==> src/rtl/mbc_pkg.sv <==
package mbc_pkg;
  typedef enum logic [1:0] {LEN_2 = 2'd0, LEN_4 = 2'd1, LEN_8 = 2'd2, LEN_FULL = 2'd3} len_sel_e;

  typedef enum logic [1:0] {CMD_NONE, CMD_MODE, CMD_COL, CMD_PRE} cmd_e;

  typedef struct packed {
    len_sel_e    len;
    logic        ilv;
    logic [2:0]  cl;
    logic        dll_off;
    logic [1:0]  drive;
  } cfg_t;

  localparam logic [2:0] CL_ONLY   = 3'b011;
  localparam cfg_t       CFG_RESET = '{len: LEN_2, ilv: 1'b0, cl: CL_ONLY,
                                       dll_off: 1'b0, drive: 2'b00};
endpackage

==> src/rtl/mbc_cmd_decode.sv <==
module mbc_cmd_decode
  import mbc_pkg::*;
(
  input  logic cs_n,
  input  logic ras_n,
  input  logic cas_n,
  input  logic we_n,
  output cmd_e cmd
);
  always_comb begin
    cmd = CMD_NONE;
    if (!cs_n) begin
      unique case ({ras_n, cas_n, we_n})
        3'b000:         cmd = CMD_MODE;
        3'b100, 3'b101: cmd = CMD_COL;
        3'b010:         cmd = CMD_PRE;
        default:        cmd = CMD_NONE;
      endcase
    end
  end
endmodule

==> src/rtl/mbc_mode_regs.sv <==
module mbc_mode_regs
  import mbc_pkg::*;
#(
  parameter int ADDR_W   = 12,
  parameter int BUSY_CYC = 2
) (
  input  logic              clk,
  input  logic              rst_n,
  input  logic              wr_en,
  input  logic [1:0]        ba,
  input  logic [ADDR_W-1:0] a,
  output cfg_t              cfg,
  output logic              busy,
  output logic              reject,
  output logic              dll_rst
);
  localparam int CNT_W = $clog2(BUSY_CYC + 1);

  logic [CNT_W-1:0] cnt;
  logic             len_ok, mr_ok, emr_ok;
  len_sel_e         len_dec;

  always_comb begin
    len_ok  = 1'b1;
    len_dec = LEN_2;
    case (a[2:0])
      3'b001:  len_dec = LEN_2;
      3'b010:  len_dec = LEN_4;
      3'b011:  len_dec = LEN_8;
      3'b111:  len_dec = LEN_FULL;
      default: len_ok  = 1'b0;
    endcase
  end

  assign mr_ok  = len_ok && (a[6:4] == CL_ONLY) && !a[7] && (a[ADDR_W-1:9] == '0)
                  && !ba[1] && !(a[3] && len_dec == LEN_FULL);
  assign emr_ok = (a[5:2] == 4'b0) && (a[ADDR_W-1:7] == '0) && !ba[1]
                  && !(a[6] && !a[1]);

  assign busy = (cnt != '0);

  always_ff @(posedge clk) begin
    if (!rst_n) begin
      cfg     <= CFG_RESET;
      cnt     <= '0;
      reject  <= 1'b0;
      dll_rst <= 1'b0;
    end else begin
      reject  <= 1'b0;
      dll_rst <= 1'b0;
      if (cnt != '0) cnt <= cnt - 1'b1;
      if (wr_en) begin
        cnt <= CNT_W'(BUSY_CYC);
        if (ba[0]) begin
          if (emr_ok) begin
            cfg.dll_off <= a[0];
            cfg.drive   <= {a[6], a[1]};
          end else begin
            reject <= 1'b1;
          end
        end else if (mr_ok) begin
          cfg.len <= len_dec;
          cfg.ilv <= a[3];
          cfg.cl  <= a[6:4];
          dll_rst <= a[8];
        end else begin
          reject <= 1'b1;
        end
      end
    end
  end
endmodule

==> src/rtl/mbc_burst_seq.sv <==
module mbc_burst_seq
  import mbc_pkg::*;
#(
  parameter int COL_W = 8
) (
  input  logic             clk,
  input  logic             rst_n,
  input  logic             start,
  input  logic             stop,
  input  logic [COL_W-1:0] col_in,
  input  logic             ap_in,
  input  len_sel_e         len,
  input  logic             ilv,
  output logic             active,
  output logic [COL_W-1:0] col_addr,
  output logic             auto_pre,
  output logic             reject
);
  logic [COL_W-1:0] base, mask, step, half, k_next;
  logic [COL_W-2:0] k;
  logic             ap, start_ok;

  always_comb begin
    case (len)
      LEN_2:   begin mask = COL_W'(1); half = COL_W'(1); end
      LEN_4:   begin mask = COL_W'(3); half = COL_W'(2); end
      LEN_8:   begin mask = COL_W'(7); half = COL_W'(4); end
      default: begin mask = '1;        half = '0;        end
    endcase
  end

  assign step     = {k, 1'b0};
  assign k_next   = {1'b0, k} + 1'b1;
  assign start_ok = start && !(len == LEN_FULL && col_in[0]);
  assign auto_pre = active && ap;

  always_comb begin
    if (!active)  col_addr = '0;
    else if (ilv) col_addr = base ^ step;
    else          col_addr = (base & ~mask) | ((base + step) & mask);
  end

  always_ff @(posedge clk) begin
    if (!rst_n) begin
      active <= 1'b0;
      base   <= '0;
      k      <= '0;
      ap     <= 1'b0;
      reject <= 1'b0;
    end else begin
      reject <= start && !start_ok;
      if (start_ok) begin
        active <= 1'b1;
        base   <= col_in;
        k      <= '0;
        ap     <= ap_in;
      end else if (stop) begin
        active <= 1'b0;
      end else if (active) begin
        k <= k_next[COL_W-2:0];
        if (len != LEN_FULL && k_next == half) active <= 1'b0;
      end
    end
  end
endmodule

==> src/rtl/mode_burst_ctl.sv <==
module mode_burst_ctl
  import mbc_pkg::*;
#(
  parameter int ADDR_W   = 12,
  parameter int COL_W    = 8,
  parameter int BUSY_CYC = 2
) (
  input  logic              clk,
  input  logic              rst_n,
  input  logic              cs_n,
  input  logic              ras_n,
  input  logic              cas_n,
  input  logic              we_n,
  input  logic [1:0]        ba,
  input  logic [ADDR_W-1:0] a,
  output logic [COL_W-1:0]  col_addr,
  output logic              burst_active,
  output logic              auto_pre,
  output logic              mode_busy,
  output logic              mode_err,
  output logic              dll_rst,
  output logic [1:0]        cfg_len,
  output logic              cfg_interleave,
  output logic [2:0]        cfg_cas_lat,
  output logic              cfg_dll_off,
  output logic [1:0]        cfg_drive
);
  cmd_e cmd;
  cfg_t cfg;
  logic reg_rej, col_rej;

  mbc_cmd_decode u_dec (
    .cs_n(cs_n), .ras_n(ras_n), .cas_n(cas_n), .we_n(we_n), .cmd(cmd)
  );

  mbc_mode_regs #(.ADDR_W(ADDR_W), .BUSY_CYC(BUSY_CYC)) u_regs (
    .clk(clk), .rst_n(rst_n),
    .wr_en(cmd == CMD_MODE && !mode_busy && !burst_active),
    .ba(ba), .a(a), .cfg(cfg), .busy(mode_busy),
    .reject(reg_rej), .dll_rst(dll_rst)
  );

  mbc_burst_seq #(.COL_W(COL_W)) u_seq (
    .clk(clk), .rst_n(rst_n),
    .start(cmd == CMD_COL && !mode_busy),
    .stop(cmd == CMD_PRE && !mode_busy),
    .col_in(a[COL_W-1:0]), .ap_in(a[COL_W]),
    .len(cfg.len), .ilv(cfg.ilv),
    .active(burst_active), .col_addr(col_addr),
    .auto_pre(auto_pre), .reject(col_rej)
  );

  assign mode_err       = reg_rej || col_rej;
  assign cfg_len        = cfg.len;
  assign cfg_interleave = cfg.ilv;
  assign cfg_cas_lat    = cfg.cl;
  assign cfg_dll_off    = cfg.dll_off;
  assign cfg_drive      = cfg.drive;
endmodule

==> config.mk <==
export PLATFORM = sky130hd
export DESIGN_NAME = mode_burst_ctl
export DESIGN_NICKNAME = d
export VERILOG_FILES = /design/src/rtl/mbc_pkg.sv /design/src/rtl/mbc_cmd_decode.sv /design/src/rtl/mbc_mode_regs.sv /design/src/rtl/mbc_burst_seq.sv /design/src/rtl/mode_burst_ctl.sv
export SDC_FILE = /design/constraint.sdc
export NUM_CORES = 1
export LEC_CHECK = 0
export ABC_AREA = 1
export BUFFER_PORTS_ARGS = -buffer_cell sky130_fd_sc_hd__buf_4
export CAP_MARGIN = 20
export CORE_MARGIN = 1.5
export CORE_UTILIZATION = 50
export CTS_CLUSTER_SIZE = 8
export DETAILED_ROUTE_END_ITERATION = 7
export PLACE_DENSITY = 0.76
export SLEW_MARGIN = 30
export SYNTH_ARGS = -nofsm -noshare
export SYNTH_HDL_FRONTEND = slang
export SYNTH_SLANG_ARGS = --single-unit
==> constraint.sdc <==
create_clock -name clk -period 2.8 [get_ports clk]
set_input_delay 0 -clock clk [delete_from_list [all_inputs] [get_ports clk]]
set_output_delay 0 -clock clk [all_outputs]
set_load 0.02 [all_outputs]
Word level (Yosys, flattened, before mapping)
Index checks and enable logic that the tools add are counted.
{"block": "op_classes", "n_addsub": 3, "eq_ne": 17, "mux": 17, "bitwise": 10, "n_reduce_logical": 45}
{"operator": "$pmux 8 s3", "count": 1}
{"operator": "$logic_and 1x1->1", "count": 19}
{"operator": "$and 8x8->8", "count": 2}
{"operator": "$mux 8", "count": 2}
{"operator": "$eq 3x2->1 const B", "count": 4}
{"operator": "$pmux 2 s3", "count": 2}
{"operator": "$eq 2x2->1 const B", "count": 5}
{"operator": "$eq 3x3->1 const B", "count": 3}
{"operator": "$logic_not 1->1", "count": 9}
{"operator": "$pmux 3 s3", "count": 1}
{"operator": "$add 7x1->8 const B", "count": 1}
{"operator": "$add 8x8->8", "count": 1}
{"operator": "$eq 8x3->1", "count": 1}
{"operator": "$mux 1", "count": 8}
{"operator": "$not 8->8", "count": 1}
{"operator": "$or 8x8->8", "count": 1}
{"operator": "$reduce_or 4->1", "count": 2}
{"operator": "$xor 8x8->8", "count": 1}
{"operator": "$logic_not 3->1", "count": 2}
{"operator": "$mux 2", "count": 3}
{"operator": "$reduce_and 3->1", "count": 2}
{"operator": "$reduce_or 2->1", "count": 3}
{"operator": "$logic_not 5->1", "count": 1}
{"operator": "$not 1->1", "count": 5}
{"operator": "other kinds (9)", "count": 12}
{"block": "word_totals", "regBits": 31, "in_bits": 20, "output_inout_bits": 22, "wordCells": 106}

Depth between registers and ports, before layout
Gate-level depths: netlist of the first run.
{"block": "depth", "depth_word": 10, "depth_mapped": 10}

Modules after synthesis
From an unflattened synthesis of the first run, not the netlist that was laid out.
{"block": "hier_totals", "hier_cells": 297, "area_unflattened_um2": 2016.9}
{"module": "mbc_burst_seq", "n_inst": 1, "cells_per_inst": 189, "area_each_um2": 1305.0}
{"module": "mbc_mode_regs", "n_inst": 1, "cells_per_inst": 90, "area_each_um2": 639.4}
{"module": "mode_burst_ctl", "n_inst": 1, "cells_per_inst": 11, "area_each_um2": 43.8}
{"module": "mbc_cmd_decode", "n_inst": 1, "cells_per_inst": 7, "area_each_um2": 28.8}

Worst setup path after synthesis of the first run
No wires, ideal clock.
{"block": "synth_path", "path_type": "register to output", "start": "register u_seq.k[0]", "end": "output port col_addr[7]", "arrival_time_ns": 1.872, "slack_ns": 0.928, "path_stages_with_launch": 9, "path_cell_list": "dfxtp_1 ha_1 inv_1 fa_1 o21ai_0 nand3_1 nand3_1 nand3_1 a21oi_1"}
{"block": "synth_via", "elab_chain_cells": 5}
{"item": "start: declaration", "line_no": "mbc_burst_seq.sv:20", "rtl": "logic [COL_W-2:0] k;"}
{"item": "start signal: assignment", "line_no": "mbc_burst_seq.sv:60", "rtl": "k <= k_next[COL_W-2:0];"}
{"item": "$add 8x8->8", "line_no": "mbc_burst_seq.sv:40", "rtl": "else col_addr = (base & ~mask) | ((base + step) & mask);"}
{"item": "$and 8x8->8", "line_no": "mbc_burst_seq.sv:40"}
{"item": "$or 8x8->8", "line_no": "mbc_burst_seq.sv:40"}
{"item": "$mux 8", "line_no": "mbc_burst_seq.sv:39", "rtl": "else if (ilv) col_addr = base ^ step;"}
{"item": "$mux 8", "line_no": "mbc_burst_seq.sv:38", "rtl": "if (!active) col_addr = '0;"}
{"item": "end: declaration", "line_no": "mode_burst_ctl.sv:16", "rtl": "output logic [COL_W-1:0] col_addr,"}
Every way passes these cells.

Worst setup path in the final report of the first run
Same ends and word-level chain as after synthesis.

==> results_dict.tcl, run 1 <==
set metrics [dict create \
    status "finished clean" \
    cts_buffers 5 \
    syn-cell-area_sq_um 1910 \
    dp_cells 372 \
    p_int_uw 685 \
    wirelength_um 4560 \
    num_antenna_cells 0 \
    hold_viol_final 0 \
    place.gp.congestion 0.958 \
    yosys.area_share.simple 0.347 \
    drc 0 \
    fp-row-count 22 \
    synth_xor_xnor_area_share 0.0138 \
    clock_latency_ps 280 \
    clkTransAtPathRegs_ps 70 \
    setup_violations 0 \
    ys_seq_area_frac 0.325 \
    min_delay_path_depth 3 \
    clk_path_buf_depth 2 \
    ctsRootBufferMaster "clkbuf_8" \
    die_x_um 64.8 \
    synth-compound-area-share 0.167 \
    layout.cells.non_filler 388 \
    viasPerCell 5.09 \
    cts_tree "done" \
    antenna_found_initial 0 \
    worstPathMaxFanout 7 \
    worst_r2r_path_depth 6 \
    p_switching_uw 265 \
    antenna_left 0 \
    syn-num-nets 315 \
    synth.avg_cell_area_sq_um 6.65 \
    area_delta_synth_final_pct 26.6 \
    synth_top_area_frac 0.325 \
    die_y_um 64.8 \
    ir_worst_vdd_v 0.000322 \
    yosys_register_bits 31 \
    crit_arrival_ps 2290 \
    finalSetupTns_ps 0 \
    drt_pass1_iterations 4 \
    core_sq_um 3660 \
    end_kind "primary output" \
    overflow 0 \
    period_needed_ps 2290 \
    fmax_ghz 0.436 \
    fillers 334 \
    rsz0062_at_grt "no" \
    timing_worst_setup_path_type "reg2out" \
    fin_nets 367 \
    hold_path.class "in2reg" \
    die-area_sq_um 4200 \
    grtUsageTotal 0.243 \
    slowest_delay_ps 460 \
    synthTopCellsByArea "dfxtp_1 33%, nand2_1 10%, nor2_1 8.7%, inv_1 6.5%, a21oi_1 5.8%" \
    synthCells 287 \
    worstMarginPinSlew_ps 522 \
    synth-edff-count 0 \
    hpwl_um 3390 \
    yosysWarnings 0 \
    path_cells "ha_1 > inv_1 > fa_1 > o21ai_0 > nand3_1 > nand3_1 > nand3_1 > a21oi_1 > buf_4" \
    grt_pass1_wl_um 7960 \
    p_clk_frac 0.364 \
    swShare 0.279 \
    relSlewSlack 0.652 \
    postCtsSetupBuffers 0 \
    comb_power_share 0.145 \
    synth_top_cell_by_area "dfxtp_1" \
    port-buffer-count 41 \
    drive_above_1_share 0.200 \
    maxCapViolCount 0 \
    grt_max_degree 23 \
    synth_flop_cell "dfxtp_1" \
    skew_ps 3.49 \
    initial_core_util 0.521 \
    slowest_stage "dfxtp_1" \
    crit_path_frequent_cell "nand3_1" \
    ys_types 39 \
    synth_top_family_by_area "simple AND/OR/NAND/NOR gates" \
    via_count 1975 \
    drv_slew 0 \
    finalCritPeriodShare 0.819 \
    leakage_uw 0.00111 \
    clkSinkCount 31 \
    synth_async_sr_flop_share 0 \
    first_iter_violations 145 \
    boundaryPins 42 \
    muxShareOfSynthArea 0 \
    grt_pass1_vias 1848 \
    p_per_area_nw_per_um2 393 \
    synth_fa_ha_area_frac 0.0564 \
    routedWlPerCell_um 11.7 \
    h-tree-depth 2 \
    p_seq_frac 0.491 \
    crit_required_ps 2800 \
    start_kind "flop" \
]
timing repair:
action | in CTS | in global routing
hold buffers | 8 | 0
hold endpoints to repair | 11 | 0
gates resized for setup | 0 | 0
cells in the final DEF (no fill, tap or decap), drive strengths merged:
| master | n |
|---|---|
| xnor2 | 1 |
| dfxtp | 31 |
| a21oi | 23 |
| buf | 41 |
| nor3 | 10 |
| nor3b | 2 |
| clkinv | 6 |
| nand3 | 19 |
| nor4 | 1 |
| fa | 1 |
| nand3b | 3 |
| o211ai | 1 |
| clkbuf | 5 |
| ha | 7 |
| or2 | 2 |
| nand4 | 4 |
| a31oi | 1 |
| nand2 | 58 |
| inv | 36 |
| a211oi | 1 |
| dlygate4sd3 | 8 |
| nor2 | 45 |
| o21bai | 1 |
| xor2 | 2 |
| o21ai | 31 |
worst max-delay path, delay by kind of cell (launching register included):
kind | cells | cell delay [ps]
buf+inv | 2 | 210
flops | 1 | 460
compound gates | 2 | 420
fa+ha+maj | 2 | 600
simple gates | 3 | 320
per-layer routing:
layer	vias to the layer above	track usage	wire (um)
met2	53	0.402	2170
met5	-	0	0
met1	865	0.306	2110
met4	0	0.101	78
met3	8	0.0521	206
li1	1049	-	-
power by group through the flow:
stage	Clock, uW	Sequential (uW)	Combinational (uW)
3_3_place_gp	0	476	127
6_report	346	467	138
2_1_floorplan	0	472	85.4
5_1_grt	375	468	157
3_5_place_dp	0	476	128
4_1_cts	356	466	137
cell type report:
| type | instances | area, sq um | share of cell area |
|---|---|---|---|
| multi-input cells | 213 | 1110 | 0.461 |
| flip-flops and latches | 31 | 621 | 0.257 |
| repair buffers | 49 | 388 | 0.161 |
| inverters | 39 | 149 | 0.0617 |
| clock buffers | 5 | 68.8 | 0.0285 |
| well taps | 48 | 60.1 | 0.0249 |
| clock inverters | 3 | 15.0 | 0.00622 |
cell usage after synthesis (2+ instances only):
cell type and instances:
nor3_1 8, nand2_2 4, o21ai_0 17, inv_2 3, dfxtp_1 31, nand3_1 19, o21ai_1 12, nand2_1 53
clkinv_2 2, nand4_1 4, a21oi_1 22, inv_1 33, ha_1 7, nand3b_1 3, nor2_1 44, xor2_1 2
through the flow:
stage	cell area (sq um)	util	setup WS [ps]	power (uW)	hold slack, ps
global placement	2250	0.615	900	603	248
global route	2410	0.660	325	999	34.0
finish	2410	0.660	508	950	27.6
detailed placement	2250	0.615	870	604	258
CTS	2410	0.660	531	960	12.9
floorplan	1910	-	928	557	134
worst paths after layout:
| path | from | to | slack, ps |
|---|---|---|---|
| max | u_seq.k[0] | col_addr[7] | 510 |
| min reg2reg | u_regs.cnt[0] | u_regs.cnt[0] | 430 |
| min | a[0] | u_seq.base[0] | 30 |
| max reg2reg | u_regs.cfg[8] | u_seq.k[2] | 1130 |
sequential cells by signal, indices dropped and copies added (netlist names), 2 cells and up:
register and count:
u_seq.k 7, u_regs.cnt 2, u_seq.base 8, u_regs.cfg 9
cell families (layout without fill, tap and decap cells):
family / Yosys count / in the layout
adders and majority gates: 8 / 8
buffers and inverters: 43 / 96
DFF: 31 / 31
xor gates and xnor gates: 3 / 3
AOI/OAI and AO/OA: 58 / 58
and+or+nand+nor: 144 / 144
Note: power is estimated with default switching activity, not from simulation.
==> run 2: changes to the inputs <==
- clock period: 2.8 -> 2.2 ns (I/O delays scaled with it)
==> run 2 against run 1 <==
Combinational power increased by 30%. First-iteration DRC count decreased by 25%. Core utilization increased by 1.3 points. Largest cell class unchanged. Critical path depth decreased by 1. Non-clock buffer count unchanged. Count of clock-buffer cells in the layout increased by 1. Hold slack got worse by 7.7 ps. Sequential power increased by 27%. Die area unchanged. Sequential cell count unchanged.
==> results_dict.tcl, run 2 (synthesis gave the netlist of run 1 again) <==
set metrics [dict create \
    overflow 0 \
    num_antenna_cells 0 \
    final_common_cell "nand2_1" \
    multi_input_area_sq_um 1120 \
    preCtsSetupSlack_ps 363 \
    antenna_left 0 \
    finalSetupTns_ps 0 \
    via_count 1997 \
    grt_pass1_vias 1866 \
    layout_common_cells "53 x nand2_1, 44 x nor2_1, 43 x buf_4" \
    crit_required_ps 2200 \
    clkSinkCount 31 \
    top_regs "u_regs.cfg (9), u_seq.base (8), u_seq.k (7)" \
    hold_path.class "in2reg" \
    hpwl_um 3480 \
    fp-row-count 22 \
    p_clk_frac 0.463 \
    place.gp.congestion 0.937 \
    wirelength_um 4670 \
    core_sq_um 3660 \
    end_kind "primary output" \
    regArea_sq_um 621 \
    drt_pass1_iterations 4 \
    timing_worst_setup_path_type "reg2out" \
    initial_core_util 0.521 \
    clock_latency_ps 290 \
    fillers 344 \
    area_delta_synth_final_pct 29.0 \
    relSlewSlack 0.635 \
    comb_power_share 0.124 \
    h-tree-depth 2 \
    dp_cells 374 \
    worstPathMaxFanout 3 \
    drv_slew 0 \
    layout.cells.non_filler 388 \
    drc 0 \
    clkTransAtPathRegs_ps 70 \
    fin_nets 367 \
    drive_above_1_share 0.206 \
    finalCritPeriodShare 0.940 \
    p_int_uw 1110 \
    setup_violations 0 \
    fmax_ghz 0.484 \
    p_seq_frac 0.413 \
    die-area_sq_um 4200 \
    p_per_area_nw_per_um2 583 \
    status "finished clean" \
    maxCapViolCount 0 \
    routedWlPerCell_um 12.0 \
    p_switching_uw 329 \
    ir_worst_vdd_v 0.000413 \
    antenna_found_initial 0 \
    cts_tree "done" \
    die_y_um 64.8 \
    cts_buffers 5 \
    die_x_um 64.8 \
    hold_viol_final 0 \
    boundaryPins 42 \
    crit_arrival_ps 2070 \
    start_kind "flop" \
    first_iter_violations 109 \
    skew_ps 6.69 \
    top_register "u_regs.cfg" \
    port-buffer-count 41 \
    leakage_uw 0.00113 \
    viasPerCell 5.15 \
    rsz0062_at_grt "no" \
    largest_reg_flops 9 \
    postCtsSetupBuffers 0 \
    period_needed_ps 2070 \
    grt_max_degree 23 \
    grtUsageTotal 0.245 \
    grt_pass1_wl_um 8040 \
    swShare 0.229 \
    clk_path_buf_depth 2 \
    worstMarginPinSlew_ps 547 \
    ctsRootBufferMaster "clkbuf_8" \
    final.setup.worst_slack_ps 132 \
]
==> run 2: changes by cell type in the layout (fill, tap and decap cells not counted), moves of 2 or more <==
cell and delta:
clkinv_2 -3, bufinv_16 +2, buf_4 +2, dlygate4sd3_1 -2
==> run 2: worst max-delay path, cell delays in order (launching register included) <==
cell and delay [ps]:
dfxtp_1 360, ha_1 180, inv_1 60, fa_1 410, xor2_1 160, o21ai_0 190, o21ai_0 120, nor2_1 130
buf_4 160
==> run 2: path summary, 6_finish.rpt <==
| kind | from | to | slack [ps] | cells after the start |
|---|---|---|---|---|
| max | u_seq.base[1] | col_addr[3] | 130 | 8 |
| min | a[5] | u_seq.base[5] | 20 | 3 |
| max reg2reg | u_regs.cfg[8] | u_seq.k[0] | 530 | 6 |
| min reg2reg | u_regs.cnt[0] | u_regs.cnt[0] | 430 | 1 |
==> run 2: metal layers <==
layer,vias to the layer above,global-route usage,routed length (um)
li1,1042,-,-
met2,49,0.419,2270
met4,0,0.0824,46
met1,900,0.298,2160
met5,-,0,0
met3,6,0.0642,197
==> run 2: final cells by class <==
class | instances | area share
Multi-Input combinational cell | 213 | 0.454
Sequential cell | 31 | 0.252
Timing Repair Buffer | 49 | 0.155
Inverter | 39 | 0.0605
Clock buffer | 6 | 0.0295
Clock inverter | 2 | 0.0244
Tap cell | 48 | 0.0244
==> run 2: power groups by stage <==
stage	clock network, uW	logic (uW)	registers, uW
finish	665	179	593
global route	702	201	595
CTS	674	177	593
detailed placement	0	167	605
global placement	0	165	604
floorplan	0	109	600
==> run 2: stage by stage <==
stage          power, uW  utilization  instance area [sq um]  hold WS [ps]
3_5_place_dp         772        0.619                   2270           256
3_3_place_gp         769        0.619                   2270           250
5_1_grt             1500        0.673                   2460          25.8
4_1_cts             1440        0.672                   2460          10.1
6_report            1440        0.673                   2460          19.9
2_1_floorplan        709            -                   1910           134
==> run 2: timing repair <==
item                                    CTS  global route
endpoints found under the setup margin    0             2
hold buffers                              6             0
hold endpoints to repair                  9             0
resized for setup                         0             2
